$ cat src/rtl/hp_pkg.sv
package hp_pkg;
  localparam int SLOTS  = 32;
  localparam int SLOT_W = 5;

  typedef enum logic [1:0] {
    EVK_COLD   = 2'd0,
    EVK_ADD    = 2'd1,
    EVK_REMOVE = 2'd2,
    EVK_NONE   = 2'd3
  } ev_kind_e;

  typedef enum logic [2:0] {
    W_UP    = 3'd0,
    W_DOWN  = 3'd1,
    W_EJECT = 3'd2,
    W_RMV   = 3'd3,
    W_SEL   = 3'd4
  } word_e;

  // index of the lowest set bit, 0 for an empty mask
  function automatic logic [SLOT_W-1:0] lowest_slot(input logic [SLOTS-1:0] m);
    lowest_slot = '0;
    for (int i = SLOTS - 1; i >= 0; i--)
      if (m[i]) lowest_slot = SLOT_W'(i);
  endfunction

  function automatic logic [SLOTS-1:0] slot_bit(input logic [SLOT_W-1:0] s);
    slot_bit = SLOTS'(1) << s;
  endfunction
endpackage

$ cat src/rtl/hp_decode.sv
module hp_decode #(
  parameter int ADDR_W    = 8,
  parameter int WIN_BYTES = 20
) (
  input  logic              valid,
  input  logic              write,
  input  logic [ADDR_W-1:0] addr,
  input  logic [3:0]        be,
  output logic              rd_ok,
  output logic              wr_ok,
  output hp_pkg::word_e     word
);
  logic aligned, in_win;

  assign aligned = (addr[1:0] == 2'b00) && (be == 4'hF);
  assign in_win  = addr < ADDR_W'(WIN_BYTES);
  assign word    = hp_pkg::word_e'(addr[4:2]);
  assign rd_ok   = valid && !write && aligned && in_win;
  assign wr_ok   = valid &&  write && aligned && in_win;
endmodule

$ cat src/rtl/hp_bus_masks.sv
module hp_bus_masks
  import hp_pkg::*;
(
  input  logic             clk,
  input  logic             rst_n,
  input  logic [SLOTS-1:0] set_up,
  input  logic [SLOTS-1:0] set_dn,
  input  logic [SLOTS-1:0] clr,
  input  logic             rd_clr,
  input  logic             load_rmv,
  input  logic [SLOTS-1:0] rmv_val,
  output logic [SLOTS-1:0] up,
  output logic [SLOTS-1:0] dn,
  output logic [SLOTS-1:0] rmv
);
  logic [SLOTS-1:0] up_keep;

  assign up_keep = rd_clr ? '0 : ~clr;

  // clears first, then sets: an event in the same cycle survives
  always_ff @(posedge clk or negedge rst_n) begin
    if (!rst_n) begin
      up  <= '0;
      dn  <= '0;
      rmv <= '1;
    end else begin
      up <= (up & up_keep) | set_up;
      dn <= (dn & ~clr) | set_dn;
      if (load_rmv) rmv <= rmv_val;
    end
  end

  AST_UP_READ_CLEARS: assert property (@(posedge clk) disable iff (!rst_n)
    (rd_clr && set_up == '0) |=> (up == '0));
  AST_EVENT_WINS: assert property (@(posedge clk) disable iff (!rst_n)
    (set_up != '0) |=> ((up & $past(set_up)) == $past(set_up)));
  AST_EJECT_CLEARS_DOWN: assert property (@(posedge clk) disable iff (!rst_n)
    (clr != '0 && (set_dn & clr) == '0) |=> ((dn & $past(clr)) == '0));
endmodule

$ cat src/rtl/hp_sweep.sv
module hp_sweep #(
  parameter int NUM_BUS = 8,
  parameter int BUS_W   = 3
) (
  input  logic             clk,
  input  logic             rst_n,
  input  logic             start,
  input  logic [31:0]      dn_cur,
  output logic             active,
  output logic [BUS_W-1:0] bus,
  output logic             do_eject,
  output logic             do_load
);
  localparam logic [BUS_W-1:0] LAST = BUS_W'(NUM_BUS - 1);

  assign do_eject = active && (dn_cur != '0);
  assign do_load  = active && (dn_cur == '0);

  always_ff @(posedge clk or negedge rst_n) begin
    if (!rst_n) begin
      active <= 1'b1;
      bus    <= '0;
    end else if (do_load) begin
      if (bus == LAST) active <= 1'b0;
      else             bus    <= bus + 1'b1;
    end else if (!active && start) begin
      active <= 1'b1;
      bus    <= '0;
    end
  end

  AST_SWEEP_STAYS_ON_BUS: assert property (@(posedge clk) disable iff (!rst_n)
    do_eject |=> (active && $stable(bus)));
  AST_SWEEP_ADVANCES: assert property (@(posedge clk) disable iff (!rst_n)
    (do_load && bus != LAST) |=> (active && bus == $past(bus) + 1'b1));
endmodule

$ cat src/rtl/hp_slot_status.sv
module hp_slot_status
  import hp_pkg::*;
#(
  parameter int NUM_BUS = 8,
  parameter int ADDR_W  = 8,
  localparam int BUS_W  = (NUM_BUS > 1) ? $clog2(NUM_BUS) : 1,
  localparam int FLAT_W = NUM_BUS * SLOTS
) (
  input  logic              clk,
  input  logic              rst_n,
  input  logic              legacy_mode,
  input  logic              sweep_req,
  input  logic              ev_valid,
  input  logic [1:0]        ev_kind,
  input  logic [BUS_W-1:0]  ev_bus,
  input  logic [SLOT_W-1:0] ev_slot,
  input  logic [FLAT_W-1:0] slot_present,
  input  logic [FLAT_W-1:0] slot_fixed,
  input  logic              acc_valid,
  input  logic              acc_write,
  input  logic [ADDR_W-1:0] acc_addr,
  input  logic [3:0]        acc_be,
  input  logic [31:0]       acc_wdata,
  output logic              rd_valid,
  output logic [31:0]       rd_data,
  output logic              eject_pulse,
  output logic [BUS_W-1:0]  eject_bus,
  output logic [SLOT_W-1:0] eject_slot
);
  localparam int IDX_W = $clog2(FLAT_W) + 1;

  logic              rd_ok, wr_ok;
  word_e             word;
  logic [31:0]       sel_q;
  logic              sel_ok;
  logic [BUS_W-1:0]  cur;
  logic [SLOTS-1:0]  up_w [NUM_BUS];
  logic [SLOTS-1:0]  dn_w [NUM_BUS];
  logic [SLOTS-1:0]  rmv_w [NUM_BUS];
  logic [FLAT_W-1:0] nr_vec;
  logic              sw_active, sw_eject, sw_load;
  logic [BUS_W-1:0]  sw_bus;
  logic [SLOTS-1:0]  dn_cur;
  logic              reg_ej, ej_fire, ej_nr, rd_up;
  logic [BUS_W-1:0]  ej_bus;
  logic [SLOT_W-1:0] ej_slot;
  logic [IDX_W-1:0]  ej_idx;
  logic [31:0]       rd_next;

  hp_decode #(.ADDR_W(ADDR_W), .WIN_BYTES(20)) u_dec (
    .valid(acc_valid), .write(acc_write), .addr(acc_addr), .be(acc_be),
    .rd_ok(rd_ok), .wr_ok(wr_ok), .word(word)
  );

  assign sel_ok = sel_q < 32'(NUM_BUS);
  assign cur    = sel_q[BUS_W-1:0];
  assign nr_vec = slot_present & slot_fixed;
  assign dn_cur = dn_w[sw_bus];

  hp_sweep #(.NUM_BUS(NUM_BUS), .BUS_W(BUS_W)) u_sweep (
    .clk(clk), .rst_n(rst_n), .start(sweep_req), .dn_cur(dn_cur),
    .active(sw_active), .bus(sw_bus), .do_eject(sw_eject), .do_load(sw_load)
  );

  // eject source: the sweep owns the path while it runs
  assign reg_ej  = wr_ok && (word == W_EJECT) && sel_ok && (acc_wdata != '0);
  assign ej_fire = sw_eject || (reg_ej && !sw_active);
  assign ej_bus  = sw_active ? sw_bus : cur;
  assign ej_slot = lowest_slot(sw_active ? dn_cur : acc_wdata);
  assign ej_idx  = IDX_W'(ej_bus) * IDX_W'(SLOTS) + IDX_W'(ej_slot);
  assign ej_nr   = nr_vec[ej_idx];
  assign rd_up   = rd_ok && (word == W_UP) && sel_ok;

  for (genvar b = 0; b < NUM_BUS; b++) begin : g_bus
    logic hit_ev;
    assign hit_ev = ev_valid && (ev_bus == BUS_W'(b));
    hp_bus_masks u_masks (
      .clk     (clk),
      .rst_n   (rst_n),
      .set_up  ((hit_ev && ev_kind == EVK_ADD)    ? slot_bit(ev_slot) : '0),
      .set_dn  ((hit_ev && ev_kind == EVK_REMOVE) ? slot_bit(ev_slot) : '0),
      .clr     ((ej_fire && ej_bus == BUS_W'(b))  ? slot_bit(ej_slot) : '0),
      .rd_clr  (rd_up && !legacy_mode && cur == BUS_W'(b)),
      .load_rmv(sw_load && sw_bus == BUS_W'(b)),
      .rmv_val (~nr_vec[b*SLOTS +: SLOTS]),
      .up      (up_w[b]),
      .dn      (dn_w[b]),
      .rmv     (rmv_w[b])
    );
  end

  always_comb begin
    rd_next = '0;
    if (rd_ok) begin
      case (word)
        W_UP:    rd_next = sel_ok ? up_w[cur]  : '0;
        W_DOWN:  rd_next = sel_ok ? dn_w[cur]  : '0;
        W_RMV:   rd_next = sel_ok ? rmv_w[cur] : '0;
        W_SEL:   rd_next = sel_q;
        default: rd_next = '0;
      endcase
    end
  end

  always_ff @(posedge clk or negedge rst_n) begin
    if (!rst_n) begin
      sel_q       <= '0;
      rd_valid    <= 1'b0;
      rd_data     <= '0;
      eject_pulse <= 1'b0;
      eject_bus   <= '0;
      eject_slot  <= '0;
    end else begin
      rd_valid    <= acc_valid && !acc_write;
      rd_data     <= rd_next;
      eject_pulse <= ej_fire && !ej_nr;
      if (ej_fire) begin
        eject_bus  <= ej_bus;
        eject_slot <= ej_slot;
      end
      if (wr_ok && word == W_SEL) sel_q <= acc_wdata;
    end
  end

  AST_BAD_ACCESS_ZERO: assert property (@(posedge clk) disable iff (!rst_n)
    (acc_valid && !acc_write && !rd_ok) |=> (rd_data == '0));
  AST_SEL_GUARD: assert property (@(posedge clk) disable iff (!rst_n)
    (wr_ok && word == W_EJECT && !sel_ok && !sw_active) |=> !eject_pulse);
  AST_FEATURE_ZERO: assert property (@(posedge clk) disable iff (!rst_n)
    (rd_ok && word == W_EJECT) |=> (rd_data == '0));
  AST_RANGE_ZERO: assert property (@(posedge clk) disable iff (!rst_n)
    (rd_ok && !sel_ok && word != W_SEL) |=> (rd_data == '0));
  AST_RD_LATENCY: assert property (@(posedge clk) disable iff (!rst_n)
    (acc_valid && !acc_write) |=> rd_valid);
  AST_NO_WRITE_RESPONSE: assert property (@(posedge clk) disable iff (!rst_n)
    (!acc_valid || acc_write) |=> !rd_valid);
endmodule

$ cat config.mk
export PLATFORM = sky130hd
export DESIGN_NAME = hp_slot_status
export DESIGN_NICKNAME = d
export VERILOG_FILES = /design/src/rtl/hp_pkg.sv /design/src/rtl/hp_decode.sv /design/src/rtl/hp_bus_masks.sv /design/src/rtl/hp_sweep.sv /design/src/rtl/hp_slot_status.sv
export SDC_FILE = /design/constraint.sdc
export NUM_CORES = 2
export LEC_CHECK = 0
export ABC_AREA = 0
export BUFFER_PORTS_ARGS = -buffer_cell sky130_fd_sc_hd__buf_2
export CORE_MARGIN = 2
export CORE_UTILIZATION = 53
export CTS_CLUSTER_SIZE = 25
export DETAILED_ROUTE_END_ITERATION = 16
export PLACE_DENSITY = 0.77
export SLEW_MARGIN = 20
export SYNTH_ARGS = -nofsm -noshare
export SYNTH_HDL_FRONTEND = slang
export SYNTH_SLANG_ARGS = --single-unit
$ cat constraint.sdc
create_clock -name clk -period 4 [get_ports clk]
set_clock_uncertainty 0.2 [all_clocks]
set_input_delay 0.4 -clock clk [delete_from_list [all_inputs] [get_ports clk]]
set_output_delay 0.4 -clock clk [all_outputs]
set_load 0.01 [all_outputs]
==> results of run 1 <==
==> cell usage after synthesis, types with 107 or more instances <==
cell type / count / share of area (%)
mux4_2: 231 / 11
clkbuf_1: 255 / 2.1
dfstp_2: 257 / 15
mux2_2: 183 / 4.5
a32o_1: 255 / 5.6
mux2i_1: 164 / 3.6
a21oi_1: 171 / 1.9
a22o_1: 259 / 5.0
nand3_1: 107 / 1.2
dfrtp_1: 589 / 32
nand2_1: 510 / 4.2
nor2_1: 145 / 1.2
==> layer usage <==
metal	GRT overflow	global-route usage (%)
met2	4	73.4
met4	3	41.9
met5	0	10.5
met3	0	37.9
met1	0	63.3
==> metrics by stage <==
| stage | worst slack (ps) | hold slack (ps) | cells | instance area, µm² |
|---|---|---|---|---|
| after floorplan | -99.6 | -95.6 | 3900 | 45500 |
| after global placement | -1060 | 266 | 6018 | 55000 |
| after CTS | -801 | 1.01 | 6680 | 63500 |
| after detailed placement | -1100 | 271 | 6018 | 55000 |
==> cells by family after synthesis <==
group           after synthesis  synth area share (%)
simple gates                982                  9.84
flops                       846                  47.4
mux                         589                  19.9
compound gates             1120                  19.4
buf+inv                     357                  3.29
fa+ha+maj                     6                 0.166
==> what timing repair did <==
| item | 4_1_cts |
|---|---|
| pin swaps | 46 |
| setup buffers | 33 |
| hold buffers | 462 |
| cloned | 3 |
| resized for setup | 108 |
| endpoints found under the hold margin | 318 |
| setup endpoints to repair | 769 |
==> metrics.md, run 1 <==
| Metric | Value |
|---|---|
| Synth warnings | `0` |
| Stopping stage | `5_1_grt` |
| H-tree depth | `3` |
| Synthesized cell area | `45400 µm²` |
| Top_reg_cell synth | `dfrtp_1` |
| Clock Tree Buf Depth | `3` |
| Sequential area share after synthesis | `47.4%` |
| Overall Global Routing Usage | `56.2%` |
| Yosys reg bits | `846` |
| Hpwl dp | `160000 µm` |
| Synthesized area per cell | `11.6 µm²` |
| IO Pins | `615` |
| Die Span Y | `297 µm` |
| EDFF count, synth | `0` |
| Initial Util | `53.3%` |
| Async SR Flop Fraction | `100%` |
| Status | `stopped before the end` |
| Cell count after synthesis | `3900` |
| Netlist cell types | `90` |
| CTS root buffer | `clkbuf_16` |
| Num CTS Buffers | `89` |
| Final GP Congestion | `1.11` |
| Overflow after GRT | `7` |
| Vias in the first global route | `51800` |
| Die W | `297 µm` |
| Rows | `107` |
| Port-buffer cells | `614` |
| Log Error | `[ERROR GRT-0116] Global routing finished with congestion. Check the congestion regions in the DRC Viewer.` |
| First-pass GRT wire length | `349000 µm` |
| Largest net degree at the start of global routing | `120` |
| Clk sinks | `846` |
| Syn nets | `4479` |
==> run 2, diff against run 1 <==
--- a/config.mk
+++ b/config.mk
@@ -8,10 +8,9 @@
 export ABC_AREA = 0
 export BUFFER_PORTS_ARGS = -buffer_cell sky130_fd_sc_hd__buf_2
 export CORE_MARGIN = 2
-export CORE_UTILIZATION = 53
-export CTS_CLUSTER_SIZE = 25
+export CORE_UTILIZATION = 40
 export DETAILED_ROUTE_END_ITERATION = 16
-export PLACE_DENSITY = 0.77
+export PLACE_DENSITY_LB_ADDON = 0.15
 export SLEW_MARGIN = 20
 export SYNTH_ARGS = -nofsm -noshare
 export SYNTH_HDL_FRONTEND = slang
==> constraint.sdc (replaced) <==
create_clock -name clk -period 5.2 [get_ports clk]
set_clock_uncertainty 0.2 [all_clocks]
set_input_delay 0.52 -clock clk [delete_from_list [all_inputs] [get_ports clk]]
set_output_delay 0.52 -clock clk [all_outputs]
set_load 0.01 [all_outputs]
==> run 2 against run 1 <==
  * The run now ends clean
  * Synthesized cell count unchanged
  * Area after synthesis unchanged
==> metrics.md, run 2 <==
| Metric | Value |
|---|---|
| First-pass GRT wire length | `324000 µm` |
| Port-buffer cells | `614` |
| Slowest CP cell | `dfrtp_4` |
| CTS tree | `done` |
| Most Used Layer, Global Route | `met1` |
| Peak Freq | `195 MHz` |
| Synthesized area per cell | `11.6 µm²` |
| WL per Instance | `36.3 µm` |
| Clk Latency, worst-skew pair | `720 ps` |
| Final instance area | `58400 µm²` |
| Clk sinks | `846` |
| IO Pins | `615` |
| Synth area leader | `dfrtp_1` |
| Via density | `6.69` |
| Synthesis-to-layout area growth | `28.7%` |
| Synthesized cell area | `45400 µm²` |
| Netlist cell types | `90` |
| Pre-CTS WS | `2.45 ps` |
| CP dominant cell by count | `buf_4` |
| Fin util | `51.9%` |
| Largest net degree at the start of global routing | `142` |
| Cell Pwr Density | `574 nW/µm²` |
| Sequential group share of total power | `27.0%` |
| Via count | `43100` |
| Synth top area share | `32.5%` |
| Int Power | `19.5 mW` |
| Final GP Congestion | `1.04` |
| Rows | `123` |
| Worst EP required | `5590 ps` |
| Syn nets | `4479` |
| Kind of critical path | `flip-flop to flip-flop` |
| Critical Path Max Stage Delay | `570 ps` |
| Clock Tree Buf Depth | `3` |
| Die Span Y | `341 µm` |
| Power share of the clock group | `22.2%` |
| Layout cells sized above 1 | `37.9%` |
| Die footprint | `116000 µm²` |
| Met3 Use GR | `12.3%` |
| Max-Cap Viols | `0` |
| Vias in the first global route | `42100` |
| Switching power total | `14.0 mW` |
| Most frequent cells in the layout | `613 x buf_2, 584 x dfrtp_1, 507 x nand2_1, 283 x dlygate4sd3_1, 259 x a22o_1` |
| Synth warnings | `0` |
| Die W | `341 µm` |
| Status | `complete, no violations` |
| Critical path startpoint category | `flip-flop` |
| EDFF count, synth | `0` |
| Num CTS Buffers | `98` |
| Post-layout nets | `5425` |
| Worst slew pin tran | `1200 ps` |
| Design Power | `33.5 mW` |
| Router iterations before antenna repair | `8` |
| Cell count after synthesis | `3900` |
| Hpwl dp | `165000 µm` |
| H-tree depth | `3` |
| Final Setup Violations | `0` |
| Top_reg_cell synth | `dfrtp_1` |
| Total negative setup slack | `0 ps` |
| Critical path buffers and inverters | `6` |
| DRT antenna net count | `0` |
| Most common cell in the netlist | `dfrtp_1` |
| Fin crit period | `5140 ps` |
| Clk slew on worst S/H paths | `60 ps` |
| Sequential area share after synthesis | `47.4%` |
| Core footprint | `112000 µm²` |
| Async SR Flop Fraction | `100%` |
| Fin. Hold Viols | `0` |
| Fillers | `10100` |
| Tightest Hold Check Type | `input pin to flip-flop` |
| Largest delay contributor family on the critical path | `compound AO/OA/AOI/OAI gates` |
| Overall Global Routing Usage | `39.3%` |
| FF+latch area | `21500 µm²` |
| CP Cell Sequence | `buf_4 > buf_4 > mux2i_1 > a22o_1 > or3_1 > a311oi_1 > o221ai_1 > a211o_2 > buf_4 > nor2_1 > nand2_1 > buf_12 > buf_4 > nor2_1 > buf_4 > nand2_1 > a32o_1` |
| Largest cells by area after synthesis | `dfrtp_1 32%, dfstp_2 15%, mux4_2 11%, a32o_1 5.6%, a22o_1 5.0%` |
| Tcrit/Tclk final | `98.8%` |
| Max_slew headroom | `20.0%` |
| Setup slack after layout | `62.1 ps` |
| CTS root buffer | `clkbuf_16` |
| Met1 usage in global routing | `55.5%` |
| Max IR drop VDD | `770 µV` |
| Commonest non-fill, non-tap cell in the layout | `buf_2` |
| Initial Util | `40.3%` |
| Overflow after GRT | `0` |
| Maximum fanout along the worst path | `10` |
| DR DRC count | `0` |
| Critical path arrival | `5520 ps` |
| Yosys reg bits | `846` |
| Initial DRC Count | `5846` |
| Multi-input gate area | `22700 µm²` |
| DP Area | `51900 µm²` |
| Worst setup EP type | `flip-flop` |
| Slew Limit Fails | `0` |
| Commonest cells in the netlist | `589 x dfrtp_1, 510 x nand2_1, 259 x a22o_1` |
| Comb power frac | `50.7%` |
| Leakage | `24.7 nW` |
| Final wirelength | `234000 µm` |
| Switching share of power | `41.7%` |
| Initial antenna violation count | `17` |
| Routing usage on met2 | `55.4%` |
| Largest regs | `g_bus.u_masks.dn x256, g_bus.u_masks.rmv x256, g_bus.u_masks.up x256` |
## run 2: cell counts after synthesis
Identical to the previous run, type by type.
## run 2: power by group through the flow
stage               Clock (mW)  Combinational, mW  Sequential, mW
floorplan                    0               7.79            8.80
global placement             0               15.8            9.10
detailed placement           0               15.9            9.13
CTS                       7.49               16.2            9.03
global route              7.75               17.5            9.15
finish                    7.45               17.0            9.05
## run 2: cells by family (layout without fill, tap and decap cells)
logic type | after synthesis | in the layout | share of synthesized area (%)
simple gates | 982 | 982 | 9.84
mux | 589 | 589 | 19.9
flops | 846 | 846 | 47.4
buf+inv | 357 | 1385 | 3.29
other cells | 0 | 7 | 0
fa+ha+maj | 6 | 6 | 0.166
compound gates | 1120 | 1120 | 19.4
## run 2: final cells by class
type | instances | area share [%]
clock inverters | 48 | 1.10
well taps | 1500 | 3.22
flip-flops and latches | 846 | 36.9
diodes | 7 | 0.0300
inverters | 13 | 0.0836
repair buffers | 1190 | 14.9
multi-input cells | 2697 | 39.0
clock buffers | 134 | 4.80
## run 2: final timing paths
| kind | start | to | slack [ps] | cells after the start |
|---|---|---|---|---|
| worst min-delay path | slot_fixed[253] | g_bus[7].u_masks.rmv[29]$_DFFE_PN1P_ | 30 | 3 |
| worst min register to register | eject_slot[2]$_DFFE_PN0P_ | eject_slot[2]$_DFFE_PN0P_ | 280 | 2 |
| max in group asynchronous | rst_n | g_bus[5].u_masks.dn[22]$_DFF_PN0_ | 3260 | 3 |
| worst max-delay path | u_sweep.bus[1]$_DFFE_PN0P_ | g_bus[6].u_masks.up[26]$_DFF_PN0_ | 60 | 17 |
| worst max register to register | u_sweep.bus[1]$_DFFE_PN0P_ | g_bus[6].u_masks.up[26]$_DFF_PN0_ | 60 | 17 |
| min in group asynchronous | rst_n | g_bus[7].u_masks.dn[20]$_DFF_PN0_ | 240 | 2 |
## run 2: stage by stage
step,std cells,hold slack [ps]
detailed placement,5955,266
global placement,5955,267
global route,6431,7.68
CTS,6420,0.237
finish,6435,31.9
floorplan,3900,24.4
## run 2: metal layers
metal	wire length, µm	part of all wire (%)
met1	94100	40
met2	97100	42
met3	29900	13
met5	121	0.052
met4	12300	5.3
## run 2: repair_timing
| item | in CTS | in global routing |
|---|---|---|
| hold buffers | 283 | 0 |
| resized for setup | 1 | 18 |
| pin swaps | 0 | 3 |
| endpoints found under the hold margin | 228 | 0 |
| setup buffers | 0 | 8 |
| endpoints found under the setup margin | 1 | 177 |
## run 2: worst reg2reg max path: cells and delay by family (launching register included)
kind	cells	cell delay, ps
and+or+nand+nor	5	1050
DFF	1	570
buffers and inverters	6	1210
muxes	1	200
AOI/OAI and AO/OA	5	1790
Power figures use the tool's default switching activity.
